## src/rtl/xchg_pkg.sv

```systemverilog
package xchg_pkg;
  typedef enum logic {
    PATH_2B = 1'b0,
    PATH_1B = 1'b1
  } path_e;
endpackage

```

## src/rtl/xchg_store.sv

```systemverilog
module xchg_store #(
  parameter int W = 12
) (
  input  logic         clk,
  input  logic         rst,
  input  logic         ld_n,
  input  logic [W-1:0] d,
  output logic [W-1:0] q
);
  logic load_evt;
  assign load_evt = ~ld_n;

  always_ff @(posedge clk) begin
    if (rst)           q <= '0;
    else if (load_evt) q <= d;
  end

  AST_STORE_LOAD: assert property (@(posedge clk) disable iff (rst)
    load_evt |=> (q == $past(d)));
  AST_STORE_HOLD: assert property (@(posedge clk) disable iff (rst)
    !load_evt |=> $stable(q));
endmodule

```

## src/rtl/xchg_ctrl.sv

```systemverilog
module xchg_ctrl
  import xchg_pkg::*;
(
  input  logic  clk,
  input  logic  rst,
  input  logic  path_1b,
  input  logic  a_oe_n,
  input  logic  b_oe_n,
  output path_e path_q,
  output logic  a_drv_q,
  output logic  b_drv_q
);
  always_ff @(posedge clk) begin
    if (rst) begin
      path_q  <= PATH_1B;
      a_drv_q <= 1'b0;
      b_drv_q <= 1'b0;
    end else begin
      path_q  <= path_1b ? PATH_1B : PATH_2B;
      a_drv_q <= ~a_oe_n;
      b_drv_q <= ~b_oe_n;
    end
  end
endmodule

```

## src/rtl/bus_exchanger.sv

```systemverilog
module bus_exchanger
  import xchg_pkg::*;
#(
  parameter int W = 12
) (
  input  logic         clk,
  input  logic         rst,
  input  logic [W-1:0] a_in,
  output logic [W-1:0] a_out,
  output logic         a_drv,
  input  logic [W-1:0] b1_in,
  output logic [W-1:0] b1_out,
  input  logic [W-1:0] b2_in,
  output logic [W-1:0] b2_out,
  output logic         b_drv,
  input  logic         ld_a1b_n,
  input  logic         ld_a2b_n,
  input  logic         ld_1ba_n,
  input  logic         ld_2ba_n,
  input  logic         path_1b,
  input  logic         a_oe_n,
  input  logic         b_oe_n
);
  localparam logic [W-1:0] IDLE = '0;

  logic [W-1:0] r_a1b, r_a2b, r_1ba, r_2ba;
  logic [W-1:0] ret_sel;
  path_e        path_q;

  function automatic logic [W-1:0] pick_return(input path_e p,
                                               input logic [W-1:0] from1,
                                               input logic [W-1:0] from2);
    return (p == PATH_1B) ? from1 : from2;
  endfunction

  function automatic logic [W-1:0] gate_out(input logic drv,
                                            input logic [W-1:0] v);
    return drv ? v : IDLE;
  endfunction

  xchg_store #(.W(W)) u_a1b (.clk(clk), .rst(rst), .ld_n(ld_a1b_n), .d(a_in),  .q(r_a1b));
  xchg_store #(.W(W)) u_a2b (.clk(clk), .rst(rst), .ld_n(ld_a2b_n), .d(a_in),  .q(r_a2b));
  xchg_store #(.W(W)) u_1ba (.clk(clk), .rst(rst), .ld_n(ld_1ba_n), .d(b1_in), .q(r_1ba));
  xchg_store #(.W(W)) u_2ba (.clk(clk), .rst(rst), .ld_n(ld_2ba_n), .d(b2_in), .q(r_2ba));

  xchg_ctrl u_ctrl (
    .clk(clk), .rst(rst), .path_1b(path_1b), .a_oe_n(a_oe_n), .b_oe_n(b_oe_n),
    .path_q(path_q), .a_drv_q(a_drv), .b_drv_q(b_drv)
  );

  assign ret_sel = pick_return(path_q, r_1ba, r_2ba);
  assign a_out   = gate_out(a_drv, ret_sel);
  assign b1_out  = gate_out(b_drv, r_a1b);
  assign b2_out  = gate_out(b_drv, r_a2b);

  AST_A_DRV_EDGE: assert property (@(posedge clk) disable iff (rst)
    !a_oe_n |=> a_drv);
  AST_A_OFF_EDGE: assert property (@(posedge clk) disable iff (rst)
    a_oe_n |=> !a_drv);
  AST_B_DRV_EDGE: assert property (@(posedge clk) disable iff (rst)
    !b_oe_n |=> b_drv);
  AST_A_QUIET: assert property (@(posedge clk) disable iff (rst)
    !a_drv |-> (a_out == '0));
  AST_PATH_1B: assert property (@(posedge clk) disable iff (rst)
    (path_1b && !ld_1ba_n && !a_oe_n) |=> (a_out == $past(b1_in)));
  AST_PATH_2B: assert property (@(posedge clk) disable iff (rst)
    (!path_1b && !ld_2ba_n && !a_oe_n) |=> (a_out == $past(b2_in)));
endmodule

```

## config.mk

```make
export PLATFORM = sky130hd
export DESIGN_NAME = bus_exchanger
export DESIGN_NICKNAME = d
export VERILOG_FILES = /design/src/rtl/xchg_pkg.sv /design/src/rtl/xchg_store.sv /design/src/rtl/xchg_ctrl.sv /design/src/rtl/bus_exchanger.sv
export SDC_FILE = /design/constraint.sdc
export NUM_CORES = 1
export LEC_CHECK = 0
export BUFFER_PORTS_ARGS = -buffer_cell sky130_fd_sc_hd__buf_2
export CORE_MARGIN = 2
export CORE_UTILIZATION = 30
export DETAILED_ROUTE_END_ITERATION = 12
export GPL_TIMING_DRIVEN = 1
export SYNTH_ARGS = -nofsm -noshare
export SYNTH_HDL_FRONTEND = slang
export SYNTH_SLANG_ARGS = --single-unit
export TNS_END_PERCENT = 10
```

## constraint.sdc

```tcl
create_clock -name clk -period 1.1 [get_ports clk]
set_clock_uncertainty 0.05 [all_clocks]
set_input_delay 0.055 -clock clk [delete_from_list [all_inputs] [get_ports clk]]
set_output_delay 0.055 -clock clk [all_outputs]
set_load 0.01 [all_outputs]
```

==> metrics.txt, run 1 <==
# TYPE chip_impl_metric gauge
chip_impl_info{name="outcome",value="complete, but fails checks"} 1
chip_impl_info{name="violations",value="setup timing"} 1
chip_impl_metric{name="yosys_register_bits",unit=""} 51
chip_impl_metric{name="final_max_slew_viol_count",unit=""} 0
chip_impl_metric{name="fin_worst_hold_slack",unit="ns"} 0.203
chip_impl_info{name="cts_tree",value="built"} 1
chip_impl_info{name="yosys.area.top_type",value="sky130_fd_sc_hd__dfxtp_1"} 1
chip_impl_metric{name="postCtsSetupRepairBufs",unit=""} 0
chip_impl_metric{name="totalPowerFinal",unit="mW"} 3.60
chip_impl_metric{name="synth.top_cell.area_share",unit="%"} 47.8
chip_impl_metric{name="first_global_vias",unit=""} 1877
chip_impl_metric{name="peakVddDrop",unit="V"} 0.000824
chip_impl_metric{name="tightest_slew",unit="ns"} 0.400
chip_impl_metric{name="critical_path_peak_fanout",unit=""} 6
chip_impl_metric{name="floorplan.initialDensity",unit="%"} 31.3
chip_impl_metric{name="die_area",unit="sq um"} 7810
chip_impl_metric{name="drive_above_1_share",unit="%"} 30.3
chip_impl_metric{name="detail_route.wirelength",unit="um"} 5260
chip_impl_info{name="synth.area.top_cells",value="sky130_fd_sc_hd__dfxtp_1, sky130_fd_sc_hd__mux2i_1, sky130_fd_sc_hd__nor2_1"} 1
chip_impl_info{name="crit_family",value="flip-flops"} 1
chip_impl_metric{name="drc_errors",unit=""} 0
chip_impl_metric{name="power.density",unit="nW/um^2"} 1130
chip_impl_metric{name="max_freq",unit="MHz"} 762
chip_impl_metric{name="postLayoutSetupSlackWorst",unit="ns"} -0.212
chip_impl_info{name="critPathSlowestCell",value="sky130_fd_sc_hd__dfxtp_4"} 1
chip_impl_info{name="critical_path.cell_chain",value="buf_12 > mux2i_1 > nor2b_1 > buf_2"} 1
chip_impl_metric{name="max_cap_violations",unit=""} 0
chip_impl_metric{name="post-dp-hpwl",unit="um"} 3330
chip_impl_metric{name="timing_hold_violations_final",unit=""} 0
chip_impl_metric{name="grt_util_all_layers",unit="%"} 13.9
chip_impl_metric{name="global_route.usage.met3",unit="%"} 3.73
chip_impl_metric{name="first_pass_iters",unit=""} 4
chip_impl_metric{name="area_growth",unit="%"} 48.8
chip_impl_metric{name="portBuffers",unit=""} 82
chip_impl_metric{name="worst-endpoint-required",unit="ns"} 1.00
chip_impl_metric{name="max-slew-margin-rel",unit="%"} 73.3
chip_impl_metric{name="chipHeight",unit="um"} 88.4
chip_impl_info{name="grt_setup_unrepaired",value="true"} 1
chip_impl_metric{name="cp.buffers_inverters",unit=""} 2
chip_impl_metric{name="vias",unit=""} 1845
chip_impl_metric{name="grt_first_pass_wirelength",unit="um"} 8490
chip_impl_metric{name="gp_congestion",unit=""} 0.721
chip_impl_metric{name="yosysSeqAreaShare",unit="%"} 47.8
chip_impl_metric{name="worstPathArrival",unit="ns"} 1.21
chip_impl_metric{name="syn_nets",unit=""} 257
chip_impl_metric{name="detail_route.vias_per_cell",unit=""} 4.30
chip_impl_info{name="global_route.peak_usage_layer",value="met2"} 1
chip_impl_metric{name="post_synth_inst_count",unit=""} 212
chip_impl_metric{name="yosys.cell_types.count",unit=""} 9
chip_impl_metric{name="area_of_the_mapped_netlist",unit="sq um"} 2140
chip_impl_metric{name="antenna_found_initial",unit=""} 0
chip_impl_metric{name="cts.path.max_buffers",unit=""} 2
chip_impl_metric{name="insertedDiodeCount",unit=""} 0
chip_impl_metric{name="ant_nets",unit=""} 0
chip_impl_info{name="critPathLaunchType",value="flip-flop"} 1
chip_impl_metric{name="final.period_utilization",unit="%"} 119
chip_impl_metric{name="critical_path.max_stage_delay",unit="ns"} 0.40
chip_impl_metric{name="ys.warnings.count",unit=""} 0
chip_impl_metric{name="leakage",unit="nW"} 1.62
chip_impl_metric{name="clk_transition_reported_paths",unit="ns"} 0.08
chip_impl_metric{name="insertion_delay",unit="ns"} 0.29
chip_impl_metric{name="clock_buffer_count_from_cts",unit=""} 5
chip_impl_metric{name="grt_util_met2",unit="%"} 25.0
chip_impl_info{name="critical_path.endpoint_type",value="primary output"} 1
chip_impl_info{name="hold_path_class",value="input port to flip-flop"} 1
chip_impl_metric{name="avgRoutedWirePerCell",unit="um"} 12.3
chip_impl_metric{name="dr.first_iter.drc_count",unit=""} 30
chip_impl_metric{name="cts.sinks",unit=""} 51
chip_impl_metric{name="cts-htree-levels",unit=""} 2
chip_impl_metric{name="grtUsageMet1",unit="%"} 16.0
chip_impl_metric{name="nNetsFinal",unit=""} 379
chip_impl_metric{name="floorplan.die.width",unit="um"} 88.4
chip_impl_metric{name="grt_overflow_total",unit=""} 0
chip_impl_info{name="worst-setup-path-type",value="flip-flop to primary output"} 1
chip_impl_metric{name="largest_net_degree_at_the_start_of_global_routing",unit=""} 29
chip_impl_metric{name="core_area",unit="sq um"} 6830
chip_impl_metric{name="design.portCount",unit=""} 83
chip_impl_metric{name="reg2reg_slack",unit="ns"} 0.40
chip_impl_metric{name="finalSetupViolations",unit=""} 32
chip_impl_metric{name="post-route-min-period",unit="ns"} 1.31
chip_impl_metric{name="syn-mean-instance-area",unit="sq um"} 10.1
chip_impl_metric{name="placementRows",unit=""} 30
chip_impl_info{name="clock-root-buffer",value="sky130_fd_sc_hd__clkbuf_8"} 1
-- layout make-up --
type / count / area (sq um)
fill: 664 / 3650
multi-input combinational: 147 / 1030
sequential: 51 / 1030
timing repair buffer: 129 / 928
tap: 96 / 120
clock buffer: 6 / 72.6
-- power by group --
group | switching (mW) | internal, mW | total, mW | leakage [nW]
logic | 0.257 | 0.351 | 0.607 | 1.16
clock network | 0.560 | 0.426 | 0.986 | 0.0371
registers | 0.0557 | 1.95 | 2.01 | 0.422
total | 0.873 | 2.73 | 3.60 | 1.62
-- placed cells by master (no fill, tap or decap) --
master,Yosys,final
sky130_fd_sc_hd__and2_1,24,20
sky130_fd_sc_hd__and2_4,0,4
sky130_fd_sc_hd__buf_12,0,1
sky130_fd_sc_hd__buf_16,0,1
sky130_fd_sc_hd__buf_2,5,78
sky130_fd_sc_hd__buf_4,0,3
sky130_fd_sc_hd__buf_6,5,6
sky130_fd_sc_hd__clkbuf_1,4,1
sky130_fd_sc_hd__clkbuf_8,0,5
sky130_fd_sc_hd__dfxtp_1,51,49
sky130_fd_sc_hd__dfxtp_4,0,2
sky130_fd_sc_hd__dlygate4sd3_1,0,40
sky130_fd_sc_hd__mux2i_1,60,60
sky130_fd_sc_hd__nor2_1,50,50
sky130_fd_sc_hd__nor2b_1,12,12
sky130_fd_sc_hd__or2_2,1,1
-- cells by family (layout without fill, tap and decap cells) --
family / count (synthesis) / in the layout / share of synthesized area (%)
DFF: 51 / 51 / 47.8
muxes: 60 / 60 / 28.1
and+or+nand+nor: 87 / 87 / 19.6
buffers and inverters: 14 / 135 / 4.51
-- flip-flops by register name, summed over array words and instances (netlist names) --
name	count
u_a2b.q	12
u_ctrl.b_drv_q	1
u_1ba.q	12
u_a1b.q	12
u_ctrl.path_q	1
u_2ba.q	12
u_ctrl.a_drv_q	1
-- per-stage QoR --
stage	instance area (sq um)	setup TNS [ns]	instances	util (%)	worst slack (ns)
CTS	3140	-4.95	429	45.9	-0.233
floorplan	2140	0	212	-	0.174
finish	3180	-3.96	429	46.5	-0.212
detailed placement	2630	0	382	38.5	0.0983
global placement	2630	0	382	38.5	0.104
global route	3180	-6.04	429	46.5	-0.285
-- metal layers --
layer | vias to the layer above | wire length, um
met5 | - | 0
met4 | 0 | 89
met3 | 9 | 367
met2 | 65 | 2510
met1 | 842 | 2300
li1 | 929 | -
-- final timing paths --
kind | start | to | depth (start not counted)
worst max-delay path | u_ctrl.path_q$_SDFF_PP1_ | a_out[9] | 4
worst min-delay path | ld_2ba_n | u_2ba.q[11]$_SDFFE_PP0N_ | 3
worst max register to register | u_a1b.q[1]$_SDFFE_PP0N_ | u_a1b.q[1]$_SDFFE_PP0N_ | 2
worst min register to register | u_a1b.q[9]$_SDFFE_PP0N_ | u_a1b.q[9]$_SDFFE_PP0N_ | 2
-- worst min-delay path, cell delays in order --
cell and delay (ns):
sky130_fd_sc_hd__buf_2 0.22, sky130_fd_sc_hd__mux2i_1 0.16, sky130_fd_sc_hd__nor2_1 0.07
-- cells in the mapped netlist --
cell type,number
sky130_fd_sc_hd__mux2i_1,60
sky130_fd_sc_hd__dfxtp_1,51
sky130_fd_sc_hd__nor2_1,50
sky130_fd_sc_hd__and2_1,24
sky130_fd_sc_hd__nor2b_1,12
sky130_fd_sc_hd__buf_2,5
sky130_fd_sc_hd__buf_6,5
sky130_fd_sc_hd__clkbuf_1,4
sky130_fd_sc_hd__or2_2,1
-- what timing repair did --
action | CTS | global route
pin swaps | 0 | 4
gates cloned | 1 | 0
hold buffers | 40 | 0
endpoints found under the hold margin | 51 | 0
resized for setup | 5 | 10
setup endpoints to repair | 37 | 36
(Power assumes the default switching activity.)
==> run 2, diff against run 1 <==
--- a/config.mk
+++ b/config.mk
@@ -8,6 +8,7 @@
 export BUFFER_PORTS_ARGS = -buffer_cell sky130_fd_sc_hd__buf_2
 export CORE_MARGIN = 2
 export CORE_UTILIZATION = 30
+export CTS_BUF_LIST = sky130_fd_sc_hd__clkbuf_8
 export DETAILED_ROUTE_END_ITERATION = 12
 export GPL_TIMING_DRIVEN = 1
 export SYNTH_ARGS = -nofsm -noshare
==> run 2 against run 1 <==
Effect of this change: the run still ends with setup timing left; register-to-register slack about the same; global-route usage unchanged; worst setup slack is the same; die area is the same; clock power shrank 0.9%; final cell count unchanged; power decreased by 0.24%; routed wire length about the same; combinational power about the same; largest cell class unchanged; largest power group unchanged.
==> metrics.txt, run 2 (synthesis results as in run 1) <==
# TYPE chip_impl_metric gauge
chip_impl_info{name="outcome",value="complete, but fails checks"} 1
chip_impl_info{name="violations",value="setup timing"} 1
chip_impl_metric{name="largest_net_degree_at_the_start_of_global_routing",unit=""} 29
chip_impl_metric{name="drc_errors",unit=""} 0
chip_impl_metric{name="stdcell_area",unit="sq um"} 3180
chip_impl_metric{name="insertedDiodeCount",unit=""} 0
chip_impl_metric{name="detailedPlace.worstSlack",unit="ns"} 0.0983
chip_impl_metric{name="drive_above_1_share",unit="%"} 30.3
chip_impl_metric{name="die_area",unit="sq um"} 7810
chip_impl_info{name="cts_tree",value="built"} 1
chip_impl_metric{name="first_pass_iters",unit=""} 4
chip_impl_info{name="mostFrequentLayoutCell",value="sky130_fd_sc_hd__buf_2"} 1
chip_impl_metric{name="dr.first_iter.drc_count",unit=""} 30
chip_impl_metric{name="grt_util_all_layers",unit="%"} 13.9
chip_impl_info{name="hold_path_class",value="input port to flip-flop"} 1
chip_impl_metric{name="leakage",unit="nW"} 1.63
chip_impl_metric{name="power.density",unit="nW/um^2"} 1130
chip_impl_metric{name="placedCellCount",unit=""} 382
chip_impl_metric{name="postCtsSetupRepairBufs",unit=""} 0
chip_impl_metric{name="cts-htree-levels",unit=""} 2
chip_impl_metric{name="max_freq",unit="MHz"} 762
chip_impl_metric{name="detail_route.vias_per_cell",unit=""} 4.30
chip_impl_metric{name="grt_overflow_total",unit=""} 0
chip_impl_metric{name="nNetsFinal",unit=""} 379
chip_impl_info{name="critical_path.endpoint_type",value="primary output"} 1
chip_impl_metric{name="num-fill-cells",unit=""} 664
chip_impl_metric{name="portBuffers",unit=""} 82
chip_impl_metric{name="cts.path.max_buffers",unit=""} 2
chip_impl_metric{name="clock_buffer_count_from_cts",unit=""} 5
chip_impl_metric{name="reg2reg_slack",unit="ns"} 0.40
chip_impl_metric{name="gp_congestion",unit=""} 0.721
chip_impl_metric{name="antenna_found_initial",unit=""} 0
chip_impl_metric{name="avgRoutedWirePerCell",unit="um"} 12.3
chip_impl_metric{name="floorplan.initialDensity",unit="%"} 31.3
chip_impl_metric{name="final_cell_count_no_fill",unit=""} 429
chip_impl_info{name="final_cell_mix",value="sky130_fd_sc_hd__buf_2, sky130_fd_sc_hd__mux2i_1, sky130_fd_sc_hd__nor2_1"} 1
chip_impl_metric{name="chipHeight",unit="um"} 88.4
chip_impl_info{name="worst-setup-path-type",value="flip-flop to primary output"} 1
chip_impl_metric{name="timing_hold_violations_final",unit=""} 0
chip_impl_metric{name="insertion_delay",unit="ns"} 0.29
chip_impl_metric{name="tightest_slew",unit="ns"} 0.400
chip_impl_metric{name="vias",unit=""} 1845
chip_impl_metric{name="floorplan.die.width",unit="um"} 88.4
chip_impl_metric{name="peakVddDrop",unit="V"} 0.000825
chip_impl_metric{name="placementRows",unit=""} 30
chip_impl_metric{name="clk_transition_reported_paths",unit="ns"} 0.08
chip_impl_metric{name="max-slew-margin-rel",unit="%"} 73.3
chip_impl_metric{name="post-route-min-period",unit="ns"} 1.31
chip_impl_metric{name="worst-endpoint-required",unit="ns"} 1.00
chip_impl_metric{name="finalSetupViolations",unit=""} 32
chip_impl_metric{name="grt_first_pass_wirelength",unit="um"} 8490
chip_impl_metric{name="detail_route.wirelength",unit="um"} 5260
chip_impl_metric{name="worstPathArrival",unit="ns"} 1.21
chip_impl_metric{name="placed_area",unit="sq um"} 2630
chip_impl_metric{name="design.portCount",unit=""} 83
chip_impl_metric{name="max_cap_violations",unit=""} 0
chip_impl_info{name="clock-root-buffer",value="sky130_fd_sc_hd__clkbuf_8"} 1
chip_impl_info{name="grt_setup_unrepaired",value="true"} 1
chip_impl_metric{name="core_area",unit="sq um"} 6830
chip_impl_metric{name="first_global_vias",unit=""} 1877
chip_impl_metric{name="cts.sinks",unit=""} 51
chip_impl_metric{name="final_max_slew_viol_count",unit=""} 0
chip_impl_metric{name="postLayoutSetupSlackWorst",unit="ns"} -0.212
chip_impl_info{name="critPathLaunchType",value="flip-flop"} 1
chip_impl_metric{name="post-dp-hpwl",unit="um"} 3330
chip_impl_metric{name="critical_path_peak_fanout",unit=""} 6
chip_impl_metric{name="area_growth",unit="%"} 48.8
chip_impl_metric{name="final.period_utilization",unit="%"} 119
chip_impl_metric{name="ant_nets",unit=""} 0
run 2: critical path: stages, from the launching register on:
cell,delay (ns)
sky130_fd_sc_hd__dfxtp_4,0.40
sky130_fd_sc_hd__buf_12,0.13
sky130_fd_sc_hd__mux2i_1,0.18
sky130_fd_sc_hd__nor2b_1,0.07
sky130_fd_sc_hd__buf_2,0.14
run 2: repair_timing:
item	in CTS	in global routing
hold endpoints to repair	51	0
resized for setup	5	10
endpoints found under the setup margin	37	36
hold buffers	40	0
gates cloned	1	0
pin swaps	0	4
run 2: final cells by class:
class | instances | area [sq um] | share of cell area [%]
Timing Repair Buffer | 129 | 928 | 29.2
Sequential cell | 51 | 1030 | 32.3
Clock buffer | 5 | 68.8 | 2.16
Tap cell | 96 | 120 | 3.78
Multi-Input combinational cell | 147 | 1030 | 32.4
Clock inverter | 1 | 3.75 | 0.118
run 2: final timing paths:
| path | start | endpoint | depth (start not counted) |
|---|---|---|---|
| worst min register to register | u_a1b.q[9]$_SDFFE_PP0N_ | u_a1b.q[9]$_SDFFE_PP0N_ | 2 |
| worst max-delay path | u_ctrl.path_q$_SDFF_PP1_ | a_out[9] | 4 |
| worst max register to register | u_a1b.q[1]$_SDFFE_PP0N_ | u_a1b.q[1]$_SDFFE_PP0N_ | 2 |
| worst min-delay path | ld_2ba_n | u_2ba.q[11]$_SDFFE_PP0N_ | 3 |
run 2: metal layers:
metal  track usage (%)  part of all wire (%)
met2              25.0                    48
met3              3.73                   7.0
met5                 0                     0
met1              16.0                    44
met4              4.41                   1.7
run 2: metrics by stage:
| stage | setup TNS, ns | hold slack (ns) | power [mW] | util (%) |
|---|---|---|---|---|
| detailed placement | 0 | 0.166 | 2.53 | 38.5 |
| global placement | 0 | 0.162 | 2.52 | 38.5 |
| floorplan | 0 | 0.0774 | 2.34 | - |
| CTS | -4.95 | 0.197 | 3.63 | 45.9 |
| finish | -3.96 | 0.203 | 3.59 | 46.5 |
| global route | -6.05 | 0.210 | 3.79 | 46.5 |
run 2: power by group:
part	internal [mW]	leakage [nW]	switching, mW
clock network	0.417	0.0413	0.561
registers	1.95	0.422	0.0557
logic	0.351	1.16	0.257
==> run 3, diff against run 2 <==
--- a/config.mk
+++ b/config.mk
@@ -11,6 +11,7 @@
 export CTS_BUF_LIST = sky130_fd_sc_hd__clkbuf_8
 export DETAILED_ROUTE_END_ITERATION = 12
 export GPL_TIMING_DRIVEN = 1
+export RECOVER_POWER = 100
 export SYNTH_ARGS = -nofsm -noshare
 export SYNTH_HDL_FRONTEND = slang
 export SYNTH_SLANG_ARGS = --single-unit
==> run 3 against run 2 <==
Effect of this change: the flow still finishes with violations (setup timing); core utilization hardly changed; power hardly changed; clock power about the same; via count fell by 0.16%.
==> metrics.txt, run 3 (synthesis results as in run 1) <==
# TYPE chip_impl_metric gauge
chip_impl_metric{name="peakVddDrop",unit="V"} 0.000825
chip_impl_metric{name="ff2ff_path_depth",unit=""} 2
chip_impl_metric{name="final.period_utilization",unit="%"} 119
chip_impl_metric{name="final.setup.tns",unit="ns"} -3.97
chip_impl_metric{name="dr.first_iter.drc_count",unit=""} 34
chip_impl_metric{name="tightest_slew",unit="ns"} 0.401
chip_impl_info{name="critical_path.cell_chain",value="buf_12 > mux2i_1 > nor2b_1 > buf_2"} 1
chip_impl_metric{name="detailedPlace.worstSlack",unit="ns"} 0.0983
chip_impl_metric{name="max-slew-margin-rel",unit="%"} 73.3
chip_impl_metric{name="first_global_vias",unit=""} 1877
chip_impl_metric{name="max_freq",unit="MHz"} 762
chip_impl_metric{name="chipHeight",unit="um"} 88.4
chip_impl_metric{name="clock_buffer_count_from_cts",unit=""} 5
chip_impl_info{name="mostFrequentLayoutCell",value="sky130_fd_sc_hd__buf_2"} 1
chip_impl_metric{name="power_frac_seq",unit="%"} 55.9
chip_impl_metric{name="die_area",unit="sq um"} 7810
chip_impl_metric{name="floorplan.initialDensity",unit="%"} 31.3
chip_impl_metric{name="clk_transition_reported_paths",unit="ns"} 0.09
chip_impl_metric{name="power.density",unit="nW/um^2"} 1130
chip_impl_metric{name="timing_hold_violations_final",unit=""} 0
chip_impl_metric{name="antenna_found_initial",unit=""} 0
chip_impl_metric{name="first_pass_iters",unit=""} 4
chip_impl_metric{name="leakage",unit="nW"} 1.62
chip_impl_metric{name="netSwitchingPower",unit="mW"} 0.874
chip_impl_metric{name="placementRows",unit=""} 30
chip_impl_metric{name="floorplan.die.width",unit="um"} 88.4
chip_impl_metric{name="fin_worst_hold_slack",unit="ns"} 0.204
chip_impl_metric{name="vias",unit=""} 1842
chip_impl_metric{name="critical_path.max_stage_delay",unit="ns"} 0.40
chip_impl_metric{name="cts.sinks",unit=""} 51
chip_impl_metric{name="max_cap_violations",unit=""} 0
chip_impl_metric{name="worstPathArrival",unit="ns"} 1.21
chip_impl_metric{name="avgRoutedWirePerCell",unit="um"} 12.3
chip_impl_info{name="critPathLaunchType",value="flip-flop"} 1
chip_impl_info{name="clock-root-buffer",value="sky130_fd_sc_hd__clkbuf_8"} 1
chip_impl_metric{name="portBuffers",unit=""} 82
chip_impl_metric{name="detail_route.vias_per_cell",unit=""} 4.29
chip_impl_metric{name="insertedDiodeCount",unit=""} 0
chip_impl_metric{name="design.portCount",unit=""} 83
chip_impl_metric{name="placed_area",unit="sq um"} 2630
chip_impl_metric{name="detail_route.wirelength",unit="um"} 5270
chip_impl_metric{name="drive_above_1_share",unit="%"} 30.0
chip_impl_metric{name="final_max_slew_viol_count",unit=""} 0
chip_impl_metric{name="post-route-min-period",unit="ns"} 1.31
chip_impl_metric{name="critical_path_peak_fanout",unit=""} 6
chip_impl_metric{name="cts.path.max_buffers",unit=""} 2
chip_impl_info{name="final_cell_mix",value="sky130_fd_sc_hd__buf_2, sky130_fd_sc_hd__mux2i_1, sky130_fd_sc_hd__nor2_1"} 1
chip_impl_info{name="critical_path.endpoint_type",value="primary output"} 1
chip_impl_metric{name="ant_nets",unit=""} 0
chip_impl_metric{name="combPwrFrac",unit="%"} 16.9
chip_impl_info{name="violations",value="setup timing"} 1
chip_impl_metric{name="cts-htree-levels",unit=""} 2
chip_impl_info{name="hold_path_class",value="input port to flip-flop"} 1
chip_impl_metric{name="finalSetupViolations",unit=""} 32
chip_impl_metric{name="cp.buffers_inverters",unit=""} 2
chip_impl_metric{name="total_internal_power",unit="mW"} 2.72
chip_impl_metric{name="grt_first_pass_wirelength",unit="um"} 8490
chip_impl_metric{name="post-dp-hpwl",unit="um"} 3330
chip_impl_metric{name="grt_util_all_layers",unit="%"} 13.9
chip_impl_metric{name="switching_portion_of_total_power",unit="%"} 24.3
chip_impl_info{name="crit_family",value="flip-flops"} 1
chip_impl_metric{name="core_area",unit="sq um"} 6830
chip_impl_metric{name="path_depth",unit=""} 4
chip_impl_metric{name="final_core_area_utilization",unit="%"} 46.5
chip_impl_metric{name="clkPwrFrac",unit="%"} 27.2
chip_impl_metric{name="gp_congestion",unit=""} 0.721
chip_impl_metric{name="final_cell_count_no_fill",unit=""} 429
chip_impl_metric{name="area_growth",unit="%"} 48.7
chip_impl_metric{name="largest_net_degree_at_the_start_of_global_routing",unit=""} 29
chip_impl_metric{name="grt_overflow_total",unit=""} 0
chip_impl_info{name="grt_setup_unrepaired",value="true"} 1
chip_impl_info{name="outcome",value="complete, but fails checks"} 1
chip_impl_metric{name="stdcell_area",unit="sq um"} 3180
chip_impl_info{name="worst-setup-path-type",value="flip-flop to primary output"} 1
chip_impl_metric{name="nNetsFinal",unit=""} 379
chip_impl_metric{name="totalPowerFinal",unit="mW"} 3.59
chip_impl_metric{name="worst_hold_path.num_cells",unit=""} 3
chip_impl_metric{name="postLayoutSetupSlackWorst",unit="ns"} -0.212
chip_impl_metric{name="worst-endpoint-required",unit="ns"} 1.00
chip_impl_info{name="cts_tree",value="built"} 1
chip_impl_info{name="critPathSlowestCell",value="sky130_fd_sc_hd__dfxtp_4"} 1
chip_impl_metric{name="insertion_delay",unit="ns"} 0.29
chip_impl_metric{name="placedCellCount",unit=""} 382
chip_impl_metric{name="drc_errors",unit=""} 0
## run 3: what timing repair did
item                       CTS  global route
setup endpoints to repair   37            36
gates resized for setup      5            10
buffers inserted             0             0
hold endpoints to repair    51             0
hold buffers                40             0
pin swaps                    0             4
cloned                       1             0
## run 3: final timing paths
check	start	slack [ns]	to
min reg2reg	u_a1b.q[9]$_SDFFE_PP0N_	0.44	u_a1b.q[9]$_SDFFE_PP0N_
max	u_ctrl.path_q$_SDFF_PP1_	-0.21	a_out[9]
max reg2reg	u_a1b.q[1]$_SDFFE_PP0N_	0.40	u_a1b.q[1]$_SDFFE_PP0N_
min	ld_a1b_n	0.20	u_a1b.q[11]$_SDFFE_PP0N_
## run 3: metal layers
metal	vias up	GRT usage (%)	share of wire [%]
li1	928	-	-
met5	-	0	0
met2	65	25.0	48
met1	840	16.0	44
met3	9	3.73	6.9
met4	0	4.41	1.7
## run 3: power by group through the flow
stage / clock network (mW) / registers [mW] / logic [mW]
after detailed placement: 0 / 2.05 / 0.478
after global placement: 0 / 2.05 / 0.470
after CTS: 1.02 / 2.01 / 0.599
final: 0.978 / 2.01 / 0.607
after global routing: 1.10 / 2.02 / 0.666
after floorplan: 0 / 2.04 / 0.305
## run 3: worst reg2reg max path: cells and delay by family, from the launching register on
family,cells,cell delay (ns)
flip-flops,1,0.33
multiplexers,1,0.16
AND/OR/NAND/NOR,1,0.05
## run 3: final cells by class
type                            instances  area (sq um)
Multi-Input combinational cell        147          1030
Clock inverter                          1          3.75
Timing Repair Buffer                  129           927
Sequential cell                        51          1030
Fill cell                             664          3650
Clock buffer                            5          68.8
Tap cell                               96           120
